**src/rtl/slopeconv_pkg.sv**
```systemverilog
package slopeconv_pkg;

    localparam int NUM_SRC = 3;

    typedef enum logic [1:0] {
        SQ_IDLE,
        SQ_ARM,
        SQ_DEAD,
        SQ_MEAS
    } seq_state_e;

    typedef enum logic [1:0] {
        SRC_ZERO = 2'd0,
        SRC_FULL = 2'd1,
        SRC_UNK  = 2'd2
    } src_e;

    function automatic logic [NUM_SRC-1:0] src_onehot(input src_e s);
        logic [NUM_SRC-1:0] r;
        r = NUM_SRC'(1) << s;
        return r;
    endfunction

    function automatic src_e src_next(input src_e s);
        src_e r;
        case (s)
            SRC_ZERO: r = SRC_FULL;
            SRC_FULL: r = SRC_UNK;
            default:  r = SRC_ZERO;
        endcase
        return r;
    endfunction

endpackage

```
**src/rtl/slope_ramp_timer.sv**
```systemverilog
module slope_ramp_timer #(
    parameter int RST_LEN  = 200000,
    parameter int RAMP_LEN = 1000000,
    parameter int CNT_W    = 22
) (
    input  logic             clk,
    input  logic             rst,
    output logic             integ_rst,
    output logic             win_start,
    output logic             ramp_on,
    output logic             ramp_end,
    output logic [CNT_W-1:0] ramp_idx
);
    localparam int PERIOD = RST_LEN + RAMP_LEN;
    localparam int PH_W   = $clog2(PERIOD);
    localparam logic [PH_W-1:0] PH_LAST = PH_W'(PERIOD - 1);
    localparam logic [PH_W-1:0] PH_RAMP = PH_W'(RST_LEN);

    logic [PH_W-1:0] phase_q;

    always_ff @(posedge clk) begin
        if (rst)
            phase_q <= '0;
        else if (phase_q == PH_LAST)
            phase_q <= '0;
        else
            phase_q <= phase_q + 1'b1;
    end

    assign integ_rst = (phase_q < PH_RAMP);
    assign ramp_on   = ~integ_rst;
    assign win_start = (phase_q == '0);
    assign ramp_end  = (phase_q == PH_LAST);
    assign ramp_idx  = CNT_W'(phase_q - PH_RAMP);

endmodule

```
**src/rtl/slope_cmp_sync.sv**
```systemverilog
module slope_cmp_sync #(
    parameter int STAGES = 2
) (
    input  logic clk,
    input  logic rst,
    input  logic cmp_in,
    output logic cmp_rise
);
    logic [STAGES:0] sh_q;

    always_ff @(posedge clk) begin
        if (rst)
            sh_q <= '0;
        else
            sh_q <= {sh_q[STAGES-1:0], cmp_in};
    end

    assign cmp_rise = sh_q[STAGES-1] & ~sh_q[STAGES];

endmodule

```
**src/rtl/slope_conv_seq.sv**
```systemverilog
module slope_conv_seq
    import slopeconv_pkg::*;
#(
    parameter int CNT_W    = 22,
    parameter int DEAD_LEN = 16
) (
    input  logic                     clk,
    input  logic                     rst,
    input  logic                     conv_req,
    input  logic                     win_start,
    input  logic                     ramp_on,
    input  logic                     ramp_end,
    input  logic [CNT_W-1:0]         ramp_idx,
    input  logic                     cmp_rise,
    output logic [NUM_SRC-1:0]       sel,
    output logic                     busy,
    output logic                     res_valid,
    output logic [NUM_SRC*CNT_W-1:0] cnt_flat,
    output logic [NUM_SRC-1:0]       ovr
);
    localparam int DW = (DEAD_LEN > 1) ? $clog2(DEAD_LEN) : 1;
    localparam logic [DW-1:0] DEAD_LAST = DW'(DEAD_LEN - 1);

    seq_state_e      state_q;
    src_e            src_q;
    logic [DW-1:0]   dead_q;
    logic            got_q;
    logic            valid_q;
    logic            trip;

    assign trip = (state_q == SQ_MEAS) && ramp_on && cmp_rise && !got_q;

    always_ff @(posedge clk) begin
        if (rst) begin
            state_q <= SQ_IDLE;
            src_q   <= SRC_ZERO;
            dead_q  <= '0;
            got_q   <= 1'b0;
            valid_q <= 1'b0;
        end else begin
            valid_q <= 1'b0;
            case (state_q)
                SQ_IDLE: begin
                    if (conv_req) begin
                        state_q <= SQ_ARM;
                        src_q   <= SRC_ZERO;
                    end
                end
                SQ_ARM: begin
                    if (win_start) begin
                        state_q <= SQ_DEAD;
                        dead_q  <= '0;
                    end
                end
                SQ_DEAD: begin
                    if (dead_q == DEAD_LAST) begin
                        state_q <= SQ_MEAS;
                        got_q   <= 1'b0;
                    end else begin
                        dead_q <= dead_q + 1'b1;
                    end
                end
                default: begin
                    if (trip)
                        got_q <= 1'b1;
                    if (ramp_end) begin
                        if (src_q == SRC_UNK) begin
                            state_q <= SQ_IDLE;
                            valid_q <= 1'b1;
                        end else begin
                            src_q   <= src_next(src_q);
                            state_q <= SQ_ARM;
                        end
                    end
                end
            endcase
        end
    end

    for (genvar i = 0; i < NUM_SRC; i++) begin : g_slot
        logic             mine;
        logic [CNT_W-1:0] cnt_r;
        logic             ovr_r;

        assign mine = (src_q == src_e'(2'(i)));

        always_ff @(posedge clk) begin
            if (rst) begin
                cnt_r <= '0;
                ovr_r <= 1'b0;
            end else if (mine && trip) begin
                cnt_r <= ramp_idx;
                ovr_r <= 1'b0;
            end else if (mine && state_q == SQ_MEAS && ramp_end && !got_q) begin
                cnt_r <= '1;
                ovr_r <= 1'b1;
            end
        end

        assign cnt_flat[i*CNT_W +: CNT_W] = cnt_r;
        assign ovr[i] = ovr_r;
    end

    assign sel       = (state_q == SQ_MEAS) ? src_onehot(src_q) : '0;
    assign busy      = (state_q != SQ_IDLE);
    assign res_valid = valid_q;

endmodule

```
**src/rtl/slope_conv_ctrl.sv**
```systemverilog
module slope_conv_ctrl
    import slopeconv_pkg::*;
#(
    parameter int CNT_W       = 22,
    parameter int RST_LEN     = 200000,
    parameter int RAMP_LEN    = 1000000,
    parameter int DEAD_LEN    = 16,
    parameter int SYNC_STAGES = 2
) (
    input  logic             clk,
    input  logic             rst,
    input  logic             conv_req,
    input  logic             cmp_in,
    output logic             integ_rst,
    output logic [2:0]       sel,
    output logic             busy,
    output logic             res_valid,
    output logic [CNT_W-1:0] cnt_zero,
    output logic [CNT_W-1:0] cnt_full,
    output logic [CNT_W-1:0] cnt_unk,
    output logic [2:0]       ovr
);
    logic                     win_start;
    logic                     ramp_on;
    logic                     ramp_end;
    logic [CNT_W-1:0]         ramp_idx;
    logic                     cmp_rise;
    logic [NUM_SRC*CNT_W-1:0] cnt_flat;

    slope_ramp_timer #(
        .RST_LEN (RST_LEN),
        .RAMP_LEN(RAMP_LEN),
        .CNT_W   (CNT_W)
    ) u_timer (
        .clk      (clk),
        .rst      (rst),
        .integ_rst(integ_rst),
        .win_start(win_start),
        .ramp_on  (ramp_on),
        .ramp_end (ramp_end),
        .ramp_idx (ramp_idx)
    );

    slope_cmp_sync #(
        .STAGES(SYNC_STAGES)
    ) u_sync (
        .clk     (clk),
        .rst     (rst),
        .cmp_in  (cmp_in),
        .cmp_rise(cmp_rise)
    );

    slope_conv_seq #(
        .CNT_W   (CNT_W),
        .DEAD_LEN(DEAD_LEN)
    ) u_seq (
        .clk      (clk),
        .rst      (rst),
        .conv_req (conv_req),
        .win_start(win_start),
        .ramp_on  (ramp_on),
        .ramp_end (ramp_end),
        .ramp_idx (ramp_idx),
        .cmp_rise (cmp_rise),
        .sel      (sel),
        .busy     (busy),
        .res_valid(res_valid),
        .cnt_flat (cnt_flat),
        .ovr      (ovr)
    );

    assign cnt_zero = cnt_flat[0*CNT_W +: CNT_W];
    assign cnt_full = cnt_flat[1*CNT_W +: CNT_W];
    assign cnt_unk  = cnt_flat[2*CNT_W +: CNT_W];

endmodule

```
**config.mk**
```make
export PLATFORM = sky130hd
export DESIGN_NAME = slope_conv_ctrl
export DESIGN_NICKNAME = d
export VERILOG_FILES = /design/src/rtl/slopeconv_pkg.sv /design/src/rtl/slope_ramp_timer.sv /design/src/rtl/slope_cmp_sync.sv /design/src/rtl/slope_conv_seq.sv /design/src/rtl/slope_conv_ctrl.sv
export SDC_FILE = /design/constraint.sdc
export NUM_CORES = 1
export LEC_CHECK = 0
export CAP_MARGIN = 20
export CORE_AREA = 2 2 97 99
export CTS_CLUSTER_DIAMETER = 60
export DETAILED_ROUTE_END_ITERATION = 6
export DIE_AREA = 0 0 99 101
export DONT_BUFFER_PORTS = 1
export PLACE_DENSITY = 0.68
export SYNTH_ARGS = -nofsm -noshare
export SYNTH_HDL_FRONTEND = slang
export SYNTH_SLANG_ARGS = --single-unit
```
**constraint.sdc**
```tcl
create_clock -name clk -period 5.8 [get_ports clk]
set_input_delay 1.16 -clock clk [delete_from_list [all_inputs] [get_ports clk]]
set_output_delay 1.16 -clock clk [all_outputs]
set_load 0.1 [all_outputs]
```
======== Yosys cells after proc, flatten, opt, wreduce, memory -nomap -nowiden ========
Index checks and enable logic that the tools add are counted.
word-level totals
  bits in registers ....................... 103
  input port bits ......................... 4
  output and inout bits ................... 75
  word-level logic and storage cells ...... 99
cells by class
  add/subtract/negate cells ............... 3
  order comparisons ....................... 1
  eq/ne operators ......................... 12
  shift operators ......................... 1
  multiplexer cells ....................... 25
  bitwise operators ....................... 6
  reduce and logical (&&, ||, !) cells .... 38
operator list
  kind                      number
  $mux W22                  6
  $sub A21 B18 Y22 const B  1
  $add A21 B1 Y21 const B   1
  $eq A21 B21 Y1 const B    1
  $logic_not A21 Y1         1
  $lt A21 B18 Y1 const B    1
  $logic_and A1 B1 Y1       15
  $mux W2                   7
  $reduce_bool A2 Y1        7
  $reduce_or A2 Y1          6
  $mux W4                   2
  $pmux W2 S2               2
  $pmux W4 S2               1
  $reduce_and A4 Y1         2
  $eq A2 B2 Y1 const B      3
  $ne A2 B2 Y1 const B      3
  $pmux W2 S3               1
  $reduce_and A3 Y1         2
  $not A1 Y1                5
  $reduce_or A5 Y1          1
  $add A4 B1 Y4 const B     1
  $eq A2 B1 Y1 const B      2
  $eq A4 B4 Y1 const B      1
  $logic_not A2 Y1          2
  8 further kinds           12

======== Logic depth before layout (Yosys ltp) ========
  depth in word-level cells ............... 7
  mapped depth ............................ 10
  mapped depth without buffers ............ 7

======== Modules after synthesis ========
From an unflattened synthesis, not the netlist that was laid out.
unflattened totals
  cell total of the unflattened synthesis .. 514
  area total of the unflattened synthesis .. 4486.8 um^2
modules (own cells, without submodules)
  module            instances  cells each  area an instance (um^2)  seq. area each (um^2)
  slope_conv_seq    1          330         2954.1                   1581.5
  slope_ramp_timer  1          177         1445.1                   420.4
  slope_cmp_sync    1          7           87.6                     60.1

======== Worst setup path after synthesis ========
Ideal clock, no wire load.
  path type ............................... register to output
  start point ............................. register u_seq.state_q[0]
  end point ............................... output sel[0]
  arrival ................................. 2.652 ns
  required time ........................... 4.640 ns
  setup slack ............................. 1.988 ns
  stages on the path, launching flop included .. 4
  path buffers ............................ 0
  cell sequence ........................... dfxtp_1 ha_1 inv_1 nor3_1
on the way
  cells in the longest elaborated chain, start to end .. 2
RTL lines
  element                 line                   source
  from (decl)             slope_conv_seq.sv:24   seq_state_e state_q;
  from (signal assigned)  slope_conv_seq.sv:35   state_q <= SQ_IDLE;
  from (signal assigned)  slope_conv_seq.sv:45   state_q <= SQ_ARM;
  from (signal assigned)  slope_conv_seq.sv:51   state_q <= SQ_DEAD;
  $eq A2 B2 Y1            slope_conv_seq.sv:104  assign sel = (state_q == SQ_MEAS) ? src_onehot(src_q) : '0;
  $mux W3                 slope_conv_seq.sv:104
  to (decl)               slope_conv_ctrl.sv:15  output logic [2:0] sel,
No other way between the ends.

======== Worst setup path after layout ========
  start point ............................. register u_timer.phase_q[6]
  end point ............................... output integ_rst
on the way
  cells in the longest elaborated chain, start to end .. 1
RTL lines
  element                 line                    source
  from (decl)             slope_ramp_timer.sv:19  logic [PH_W-1:0] phase_q;
  from (signal assigned)  slope_ramp_timer.sv:27  phase_q <= phase_q + 1'b1;
  $lt A21 B18 Y1          slope_ramp_timer.sv:30  assign integ_rst = (phase_q < PH_RAMP);
  to (decl)               slope_conv_ctrl.sv:14   output logic integ_rst,
No other way between the ends.

==> summary.md <==
| Metric | Value |
|---|---|
| Run status | `complete, no violations` |
| Arr. time, crit path | `about 2.7 ns` |
| Number of port buffers | `0` |
| Critical Path End Type | `primary output` |
| Transition time of the tightest slew-check pin | `1.08 ns` |
| Quantity of gates resized following cts | `0` |
| Commonest cells after routing, fill and taps aside | `103 x sky130_fd_sc_hd__dfxtp_1, 82 x sky130_fd_sc_hd__inv_1, 43 x sky130_fd_sc_hd__a221oi_1` |
| Number of global-route vias before repair | `between 3000 and 4000` |
| Summed area of non-filler cells in the final layout | `approximately 5000 µm²` |
| Half-perimeter wire length after detailed placement | `7.34 mm` |
| Reg-to-reg startpoint | `u_timer.phase_q[6]` |
| Area growth from synthesis to layout | `4.04%` |
| Data required time at the worst endpoint | `4.64 ns` |
| Leak pwr | `1.66 nW` |
| Yosys warnings | `0` |
| Post-synthesis average cell area | `roughly 9.4 µm²` |
| Gr ovfl total | `0` |
| Number of clock sinks seen by CTS | `about 100` |
| Worst reg2reg endpoint | `u_seq.g_slot[1].cnt_r[8]` |
| Core Util, Final | `0.556` |
| Antenna violations before repair | `0` |
| Fin. Hold Viols | `0` |
| Delay of the slowest cell on the worst path | `approximately 0.85 ns` |
| Largest vdd supply drop | `0.254 mV` |
| Count of flip-flops with a built-in enable after synthesis | `0` |
| Hold-critical path endpoint | `u_sync.sh_q[1]` |
| Clock period minus final worst setup slack | `~3.9 ns` |
| Power density over cell area | `276 nW/µm²` |
| Total number of nets in the final design | `500` |
| Count of boundary I/O pins | `slightly below 80` |
| Classification of the worst setup path | `reg -> out` |
| Setup total negative slack | `0 ns` |
| CTS Hold Bufs | `0` |
| Nature of the critical path startpoint | `flip-flop` |
| Wire length reported by the detailed router | `10.8 mm` |
| Number of endpoints failing setup at the final stage | `0` |
| Synthesized instance count | `about 510` |
| Placement row count | `35` |
| CTS tree | `built` |
| Die extent in y | `approximately 100 µm` |
| Post-place instance area | `4720 µm²` |
| Floorplan core area | `about 9000 µm²` |
| Register clock-pin slew on the reported worst setup and hold paths | `between 0.1 and 0.15 ns` |
| Number of optimization iterations in the first detailed-route pass | `5` |
| Die span in x | `around 99 µm` |
| Effective utilization at floorplan | `0.534` |
| Average via count per standard cell | `5.96` |
| Number of setup buffers added after CTS | `0` |
| Number of max-slew violations in the final report | `0` |
| Crit-path max FO | `10` |
| Vias after detailed routing | `3576` |
| RSZ-0062 raised after global routing | `false` |
| DRC | `0` |
| Maximum frequency from static timing analysis | `257 MHz` |
| Reported max-cap violation count | `0` |
| GRT Util Overall | `0.211` |
| Remaining max-slew budget at the tightest pin | `0.280` |
| Post-synth ARST share | `0` |
| Min-delay src | `u_sync.sh_q[0]` |
| Leading cell type in the layout, fill and taps excluded | `sky130_fd_sc_hd__dfxtp_1` |
| Worst setup slack for register-to-register paths | `3.28 ns` |
| Non-filler instance count after layout | `600` |
| Maximum number of pins on one net before global-route repair | `between 80 and 90` |
| List of cells traversed by the critical path | `inv_1 -> ha_1 -> nor2b_1 -> o211a_1 -> o21ai_0 -> and2_1` |
| Total of flip-flops plus latches after synthesis | `~100` |
| Proportion of synthesized chip area in sequential cells | `0.430` |
| Antenna-violating nets left | `0` |
| Ant diodes | `0` |
| Instance count after placement with tap cells included | `582` |
| Syn_nets | `around 530` |
| Die outline area | `between 9000 and 10000 µm²` |
| Hold Crit Class | `reg -> reg` |
| Wire length of the first global-routing pass | `17.0 mm` |
| Number of buffers inserted during clock tree synthesis | `9` |
| Buffer type at the clock tree root | `sky130_fd_sc_hd__clkbuf_8` |
| Post-synthesis cell type count | `between 40 and 50` |
| Slowest library cell on the worst path | `sky130_fd_sc_hd__and2_1` |
| Number of DRC markers in iteration 0 | `about 230` |
| Insertion delay of the later-clocked pin in the worst-skew pair | `about 0.36 ns` |
| Ratio of cells with drive above 1 in the final layout | `0.123` |
| Weighted congestion reported at the end of routability-driven placement | `around 0.92` |
| Number of cells on the worst hold path | `1` |
| Post-synthesis cell area | `roughly 4800 µm²` |
| Maximum buffer depth of the clock tree | `2` |
| Setup skew after layout | `0.0110 ns` |
| Post-DR wirelength/cell | `about 18 µm` |
| Final-layout fill cell count | `between 800 and 900` |
| H-tree lvl count | `3` |
| Reg2reg path depth | `8` |
| Primary FF master, synth | `sky130_fd_sc_hd__dfxtp_1` |
| Post-route fraction of the period consumed by the critical path | `0.670` |
[cell usage after synthesis (3+ instances only)]
cell type / n / area, µm²
sky130_fd_sc_hd__nor4_1: 5 / 31.3
sky130_fd_sc_hd__nor2_1: 34 / 128
sky130_fd_sc_hd__inv_1: 82 / 308
sky130_fd_sc_hd__clkbuf_1: 18 / 67.6
sky130_fd_sc_hd__a21oi_1: 10 / 50.1
sky130_fd_sc_hd__xor2_1: 8 / 70.1
sky130_fd_sc_hd__a221oi_1: 43 / 377
sky130_fd_sc_hd__nor3_1: 12 / 60.1
sky130_fd_sc_hd__nand3_1: 9 / 45.0
sky130_fd_sc_hd__nand2_1: 25 / 93.8
sky130_fd_sc_hd__buf_2: 8 / 40.0
sky130_fd_sc_hd__xnor2_1: 23 / 201
sky130_fd_sc_hd__and2_1: 7 / 43.8
sky130_fd_sc_hd__dfxtp_1: 103 / 2060
sky130_fd_sc_hd__nor2b_1: 6 / 37.5
sky130_fd_sc_hd__ha_1: 12 / 150
sky130_fd_sc_hd__o21ai_0: 7 / 35.0
sky130_fd_sc_hd__and3_1: 6 / 37.5
sky130_fd_sc_hd__nand4_1: 8 / 50.1
sky130_fd_sc_hd__nand2b_1: 7 / 43.8
sky130_fd_sc_hd__a221oi_2: 23 / 345
sky130_fd_sc_hd__o21ai_2: 3 / 26.3
sky130_fd_sc_hd__buf_4: 9 / 67.6
sky130_fd_sc_hd__buf_6: 10 / 113
[critical path: cells and delay by family, from the launching register on]
kind / cells / cell delay (ns)
and+or+nand+nor: 2 / 0.93
AOI/OAI and AO/OA: 2 / 0.62
DFF: 1 / 0.45
adders and majority gates: 1 / 0.20
buffers and inverters: 1 / 0.16
[metal layers]
metal,wire length [µm],global-route usage,up-vias
met5,0,0,-
met1,4800,0.280,1723
li1,-,-,1717
met4,141,0.0643,0
met3,825,0.0652,9
met2,5000,0.330,127
[area by class of cell]
type	instances	area, µm²	share of cell area
Timing Repair Buffer	7	113	0.0226
Tap cell	111	139	0.0278
Sequential cell	103	2060	0.413
Clock inverter	6	76.3	0.0153
Multi-Input combinational cell	281	2150	0.432
Inverter	82	308	0.0617
Clock buffer	10	138	0.0276
[flip-flops by register name, summed over array words and instances, names as in the netlist]
signal	flops
u_seq.src_q	2
u_seq.got_q	1
u_seq.g_slot.cnt_r	66
u_seq.g_slot.ovr_r	3
u_seq.res_valid	1
u_seq.state_q	2
u_timer.phase_q	21
u_seq.dead_q	4
u_sync.sh_q	3
[metrics by stage]
step	hold WS [ns]	setup WS, ns	total power [mW]
detailed placement	0.434	2.34	0.916
CTS	0.452	1.94	1.39
global placement	0.436	2.41	0.910
floorplan	0.414	1.99	0.888
global route	0.479	1.79	1.43
finish	0.449	1.91	1.38
[how the worst max path moves through the flow]
stage                            start   endpoint  slack, ns  cells after the start
detailed placement  u_timer.phase_q[6]  integ_rst       2.34                      6
global route        u_timer.phase_q[6]  integ_rst       1.79                      6
floorplan             u_seq.state_q[0]     sel[0]       1.99                      3
finish              u_timer.phase_q[6]  integ_rst       1.91                      6
global placement    u_timer.phase_q[6]  integ_rst       2.41                      6
CTS                 u_timer.phase_q[6]  integ_rst       1.94                      6
[report_power, final]
group | internal (mW) | switching [mW]
combinational | 0.0539 | 0.121
sequential | 0.716 | 0.00994
clock | 0.219 | 0.259
total | 0.988 | 0.390
[cell families (layout without fill, tap and decap cells)]
| family | count (synthesis) | count (layout) | share of synthesized area |
|---|---|---|---|
| and+or+nand+nor | 132 | 132 | 0.150 |
| DFF | 103 | 103 | 0.430 |
| adders and majority gates | 12 | 12 | 0.0313 |
| buffers and inverters | 127 | 105 | 0.124 |
| AOI/OAI and AO/OA | 105 | 105 | 0.206 |
| muxes | 1 | 1 | 0.00209 |
| xor gates and xnor gates | 31 | 31 | 0.0566 |
Power figures use the tool's default switching activity.
